### src/rtl/board_irq_pkg.sv
package board_irq_pkg;
  localparam int DATA_W  = 32;
  localparam int ADDR_W  = 8;
  localparam int IRQ_N   = 16;
  localparam int GEN_N   = 8;
  localparam int SOCK_N  = 2;
  localparam int CTL_W   = 5;
  localparam int GEN_IW  = $clog2(GEN_N);
  localparam int READY_BIT = 10;
  localparam int DET_BIT   = 5;

  localparam logic [DATA_W-1:0] IRQ_KEEP = 32'h000F_EEFF;

  localparam logic [ADDR_W-1:0] GEN_OFS [GEN_N] =
    '{8'h10, 8'h14, 8'h40, 8'h60, 8'h80, 8'h84, 8'h88, 8'h90};
  localparam logic [ADDR_W-1:0] OFS_ENA  = 8'hC0;
  localparam logic [ADDR_W-1:0] OFS_PEND = 8'hD0;
  localparam logic [ADDR_W-1:0] SOCK_OFS [SOCK_N] = '{8'hE0, 8'hE4};
  localparam int SOCK_SRC [SOCK_N] = '{9, 13};

  typedef enum logic [2:0] {
    SEL_NONE, SEL_GEN, SEL_ENA, SEL_PEND, SEL_SOCK
  } selKind_e;

  typedef struct packed {
    logic [GEN_N-1:0]  wrGen;
    logic              wrEna;
    logic              wrPend;
    logic [SOCK_N-1:0] wrSock;
    logic              rdEn;
    selKind_e          rdKind;
    logic [GEN_IW-1:0] rdIdx;
  } strobe_t;

  function automatic logic [DATA_W-1:0] sockWordOf(input logic [CTL_W-1:0] ctl,
                                                   input logic lineLvl);
    logic [DATA_W-1:0] w;
    w = '0;
    w[READY_BIT]  = 1'b1;
    w[DET_BIT]    = ~lineLvl;
    w[CTL_W-1:0]  = ctl;
    return w;
  endfunction
endpackage

### src/rtl/board_irq_ctrl.sv
module board_irq_ctrl
  import board_irq_pkg::*;
(
  input  logic              wrEn,
  input  logic              rdEn,
  input  logic [ADDR_W-1:0] addr,
  output strobe_t           st
);
  always_comb begin
    st        = '0;
    st.rdEn   = rdEn;
    st.rdKind = SEL_NONE;
    for (int i = 0; i < GEN_N; i++) begin
      if (addr == GEN_OFS[i]) begin
        st.wrGen[i] = wrEn;
        st.rdKind   = SEL_GEN;
        st.rdIdx    = GEN_IW'(i);
      end
    end
    if (addr == OFS_ENA) begin
      st.wrEna  = wrEn;
      st.rdKind = SEL_ENA;
    end
    if (addr == OFS_PEND) begin
      st.wrPend = wrEn;
      st.rdKind = SEL_PEND;
    end
    for (int i = 0; i < SOCK_N; i++) begin
      if (addr == SOCK_OFS[i]) begin
        st.wrSock[i] = wrEn;
        st.rdKind    = SEL_SOCK;
        st.rdIdx     = GEN_IW'(i);
      end
    end
  end


  always_comb begin
    one_target_chk: assert ($onehot0({st.wrGen, st.wrEna, st.wrPend, st.wrSock}))
      else $error("write strobe hits more than one register");
  end
endmodule

### src/rtl/board_irq_dp.sv
module board_irq_dp
  import board_irq_pkg::*;
(
  input  logic              clk,
  input  logic              rstN,
  input  strobe_t           st,
  input  logic [DATA_W-1:0] wrData,
  input  logic [IRQ_N-1:0]  irqIn,
  output logic [DATA_W-1:0] rdData,
  output logic              hostIrq
);
  logic [DATA_W-1:0] genReg [GEN_N];
  logic [CTL_W-1:0]  sockCtl [SOCK_N];
  logic [DATA_W-1:0] sockWord [SOCK_N];
  logic [IRQ_N-1:0]  irqS1, irqS2, irqPrev, rise;
  logic [DATA_W-1:0] riseW, enaReg, pendReg, rdMux;

  for (genvar g = 0; g < GEN_N; g++) begin : gGen
    always_ff @(posedge clk or negedge rstN) begin
      if (!rstN)            genReg[g] <= '0;
      else if (st.wrGen[g]) genReg[g] <= wrData;
    end
  end

  for (genvar s = 0; s < SOCK_N; s++) begin : gSock
    always_ff @(posedge clk or negedge rstN) begin
      if (!rstN)             sockCtl[s] <= '0;
      else if (st.wrSock[s]) sockCtl[s] <= wrData[CTL_W-1:0];
    end
    assign sockWord[s] = sockWordOf(sockCtl[s], irqS2[SOCK_SRC[s]]);
  end

  always_ff @(posedge clk or negedge rstN) begin
    if (!rstN) begin
      irqS1   <= '0;
      irqS2   <= '0;
      irqPrev <= '0;
    end else begin
      irqS1   <= irqIn;
      irqS2   <= irqS1;
      irqPrev <= irqS2;
    end
  end

  assign rise  = irqS2 & ~irqPrev;
  assign riseW = DATA_W'(rise);

  always_ff @(posedge clk or negedge rstN) begin
    if (!rstN) begin
      enaReg  <= '0;
      pendReg <= '0;
    end else begin
      if (st.wrEna) enaReg <= wrData & IRQ_KEEP;
      pendReg <= (st.wrPend ? (wrData & IRQ_KEEP) : pendReg) | (riseW & enaReg);
    end
  end

  assign hostIrq = |(pendReg & enaReg);

  always_comb begin
    rdMux = '0;
    case (st.rdKind)
      SEL_GEN:  rdMux = genReg[st.rdIdx];
      SEL_ENA:  rdMux = enaReg;
      SEL_PEND: rdMux = pendReg;
      SEL_SOCK: begin
        for (int i = 0; i < SOCK_N; i++)
          if (int'(st.rdIdx) == i) rdMux = sockWord[i];
      end
      default:  rdMux = '0;
    endcase
  end

  always_ff @(posedge clk or negedge rstN) begin
    if (!rstN)        rdData <= '0;
    else if (st.rdEn) rdData <= rdMux;
  end


  ena_masked_chk: assert property (@(posedge clk) disable iff (!rstN)
    st.wrEna |=> (enaReg == ($past(wrData) & IRQ_KEEP)))
    else $error("enable register not masked");


  pend_needs_ena_chk: assert property (@(posedge clk) disable iff (!rstN)
    !st.wrPend |=> ((pendReg & ~$past(pendReg) & ~$past(enaReg)) == '0))
    else $error("pending bit set while disabled");


  pend_sticky_chk: assert property (@(posedge clk) disable iff (!rstN)
    !st.wrPend |=> ((pendReg & $past(pendReg)) == $past(pendReg)))
    else $error("pending bit cleared without write");


  host_rise_cause_chk: assert property (@(posedge clk) disable iff (!rstN)
    $rose(hostIrq) |-> ($past(st.wrEna) || $past(st.wrPend) || $past(|rise)))
    else $error("host interrupt rose without cause");


  rd_hold_chk: assert property (@(posedge clk) disable iff (!rstN)
    !st.rdEn |=> $stable(rdData))
    else $error("read data changed without read strobe");
endmodule

### src/rtl/board_irq_regs.sv
module board_irq_regs
  import board_irq_pkg::*;
(
  input  logic              clk,
  input  logic              rstN,
  input  logic              wrEn,
  input  logic              rdEn,
  input  logic [ADDR_W-1:0] addr,
  input  logic [DATA_W-1:0] wrData,
  output logic [DATA_W-1:0] rdData,
  input  logic [IRQ_N-1:0]  irqIn,
  output logic              hostIrq
);
  strobe_t st;

  board_irq_ctrl i_ctrl (
    .wrEn (wrEn),
    .rdEn (rdEn),
    .addr (addr),
    .st   (st)
  );

  board_irq_dp i_dp (
    .clk     (clk),
    .rstN    (rstN),
    .st      (st),
    .wrData  (wrData),
    .irqIn   (irqIn),
    .rdData  (rdData),
    .hostIrq (hostIrq)
  );
endmodule

### config.mk
export PLATFORM = sky130hd
export DESIGN_NAME = board_irq_regs
export DESIGN_NICKNAME = d
export VERILOG_FILES = /design/src/rtl/board_irq_pkg.sv /design/src/rtl/board_irq_ctrl.sv /design/src/rtl/board_irq_dp.sv /design/src/rtl/board_irq_regs.sv
export SDC_FILE = /design/constraint.sdc
export NUM_CORES = 1
export LEC_CHECK = 0
export BUFFER_PORTS_ARGS = -buffer_cell sky130_fd_sc_hd__buf_2
export CORE_MARGIN = 5
export CORE_UTILIZATION = 60
export CTS_CLUSTER_SIZE = 24
export DETAILED_ROUTE_END_ITERATION = 8
export PLACE_DENSITY = 0.89
export SLEW_MARGIN = 5
export SYNTH_ARGS = -nofsm -noshare
export SYNTH_HDL_FRONTEND = slang
export SYNTH_SLANG_ARGS = --single-unit
export TNS_END_PERCENT = 20
### constraint.sdc
create_clock -name clk -period 2.2 [get_ports clk]
set_clock_uncertainty 0.05 [all_clocks]
set_input_delay 0.22 -clock clk [delete_from_list [all_inputs] [get_ports clk]]
set_output_delay 0.22 -clock clk [all_outputs]
set_load 0.05 [all_outputs]
==> metrics.cfg <==
[cts]
cts_setup_buffers=0
clk_path_buf_depth=3
insertion_delay_ns=0.53
cts_buffers=39
cts_htree_levels=2
root_buffer=clkbuf_16
path_clk_slew_ns=0.06
cts_tree=yes
cts.sinks=376

[floorplan]
fp.coreArea_sq_um=27600
row_count=61
ios=93
die_h_um=176
die_w_um=176
start_util=0.603
die-area_sq_um=31100

[sta]
whs_ns=0.0206
worst_pin_slew_ns=0.622
fmax_ghz=0.431
fin_crit_ns=2.32
layout_setup_ws_ns=-0.118
finalHoldViolations=0
report.final.slew_viol_count=0
setup_violations=1
slew_headroom=0.585
rsz0062_at_grt=yes
final.period_utilization=1.05

[grt]
grt_pass1_wl_um=75800
grt_pass1_vias=13510
grt_max_degree=69
grt_usage=0.311
antenna_found_initial=1
overflow=0

[critical_path]
critical-path-slowest-cell=dfrtp_1
arrival_ns=2.05
path_cells=a22o_1 -> a221oi_1 -> and3_1 -> nand4_1 -> buf_6
start_kind=flip-flop
cp_max_fo=4
slowest_delay_ns=0.40
cp_top_family=compound AO/OA/AOI/OAI gates
crit_type=reg -> out
crit_path_end_kind=output pin
required_ns=1.93
path_buf_inv=1

[synth]
ys_warn_count=0
yosysSeqAreaShare=0.566
synth_area_sq_um=16600
ys_ff_latch=376
syn_inst=1334
synth_nets=1394
ys_async_sr_fraction=1.00
synth_edf_count=0
synthFlopType=dfrtp_1
synth_cell_types=57
postSynthAreaPerCell_sq_um=12.5

[job]
drv_cap=0

[route]
ant_nets=0
met2_length_um=23200
vias=12587
initialDrtViolationCount=1391
top_layer=met5
wl_met3_um=4480
wl_met1_um=17900
viasPerCell=6.62
routed_wl_um=48200
drc=0
dr.pass1.iters=5
wl_per_cell_um=25.4

[cells_and_area]
nets=1560
synthToLayoutAreaGrowth_pct=19.4
final_area_sq_um=19800
diodes=0
drive_gt1_frac=0.364

[min_path]
min-delay-path-class=in -> reg

[placed_design]
port_buffers=90
gp_congestion=0.903
dp_hpwl_um=28200
placed_cell_area_sq_um=18200

[power_and_ir_drop]
leakagePower_nw=9.76
p_per_area_nw_per_um2=770
vdd_drop_max_mv=0.538

[run_status]
violations=setup timing
outcome=finished, violations left

[final cells by class]
cell class / count / area [sq um]
sequential: 376 / 9410
clock inverter: 13 / 185
fill: 1580 / 7710
inverter: 3 / 11.3
multi-input combinational: 845 / 6770
clock buffer: 52 / 1050
tap: 378 / 473
timing repair buffer: 235 / 1940
[timing repair]
| action | CTS | global route |
|---|---|---|
| endpoints found under the setup margin | 4 | 9 |
| endpoints found under the hold margin | 135 | 0 |
| resized for setup | 7 | 7 |
| pin swaps | 0 | 1 |
| hold buffers | 32 | 0 |
[per-layer routing]
| metal | up-vias | track usage |
|---|---|---|
| met5 | - | 0 |
| met4 | 2 | 0.163 |
| met3 | 242 | 0.0651 |
| met2 | 806 | 0.507 |
| met1 | 6348 | 0.397 |
| li1 | 5189 | - |
[synthesized netlist by cell type, types with 2 or more instances]
master / count / area, sq um
nor3_1: 5 / 25.0
buf_2: 39 / 195
and2_1: 2 / 12.5
a2111oi_0: 10 / 87.6
dfrtp_1: 376 / 9410
clkbuf_1: 44 / 165
or3b_2: 2 / 17.5
o221ai_1: 5 / 43.8
a31oi_1: 18 / 113
and3_1: 42 / 263
o21ai_1: 12 / 60.1
nand3b_1: 14 / 105
o2bb2ai_1: 10 / 87.6
a21oi_1: 27 / 135
a211oi_1: 34 / 255
nand4_1: 3 / 18.8
mux2i_1: 45 / 450
nor4_1: 2 / 12.5
a311o_1: 5 / 50.1
or3_1: 2 / 12.5
buf_4: 15 / 113
inv_1: 3 / 11.3
a32o_1: 12 / 120
nor3b_1: 3 / 22.5
nor2_1: 13 / 48.8
a22o_1: 4 / 35.0
a22oi_1: 14 / 105
a211o_1: 11 / 96.3
o21ai_0: 21 / 105
mux2_1: 12 / 135
nand2_1: 159 / 597
nand3_1: 57 / 285
mux2_2: 273 / 3070
a21boi_0: 5 / 37.5
buf_1: 11 / 41.3
a221oi_1: 3 / 26.3
[per-stage QoR]
step	std cells	setup slack [ns]	setup TNS, ns	util	power (mW)
final	1902	-0.118	-0.118	0.720	15.3
after global placement	1805	-0.488	-12.03	0.661	8.60
after global routing	1902	-0.142	-0.154	0.720	15.7
after floorplan	1334	-0.0204	-0.0204	-	8.12
after detailed placement	1805	-0.536	-11.83	0.661	8.69
after CTS	1902	-0.0403	-0.0403	0.719	15.2
[cell families after synthesis]
logic type,count (synthesis),share of synthesized area
xor+xnor,2,0.00105
compound gates,198,0.0863
buf+inv,113,0.0323
fa+ha+maj,1,0.000602
flops,376,0.566
mux,331,0.222
simple gates,313,0.0921
[registers in the layout (all words and copies together), names as in the netlist]
register	count
i_dp.irqS2	14
i_dp.pendReg	18
i_dp.genReg	256
i_dp.rdData	32
i_dp.enaReg	18
i_dp.irqPrev	14
i_dp.irqS1	14
i_dp.sockCtl	10
[layout by cell type (no fill, tap or decap), types with 32 or more instances in the layout]
master / instances
nand3_1: 54
buf_2: 88
dfrtp_1: 376
dlygate4sd3_1: 32
and3_1: 42
buf_4: 89
nand2_1: 158
a211oi_1: 34
mux2i_1: 45
clkbuf_16: 39
mux2_2: 273
[power breakdown]
group | internal [mW] | switching (mW)
sequential | 7.26 | 0.219
combinational | 0.528 | 0.708
clock | 3.84 | 2.73
total | 11.6 | 3.65
[worst min-delay path, delay by kind of cell]
kind / cells / cell delay (ns)
buf+inv: 1 / 0.18
simple gates: 2 / 0.15
[final timing paths]
check                                from              end  slack (ns)  depth (start not counted)
max                        i_dp.enaReg[2]          hostIrq       -0.12                          5
min                             wrData[3]  i_dp.pendReg[3]        0.02                          3
max reg2reg                i_dp.irqS2[13]   i_dp.rdData[5]        0.66                          4
min reg2reg                 i_dp.irqS1[7]    i_dp.irqS2[7]        0.30                          0
max in group asynchronous            rstN  i_dp.genReg[79]        1.14                          3
min in group asynchronous            rstN  i_dp.genReg[64]        0.18                          2
Power figures use the tool's default switching activity.
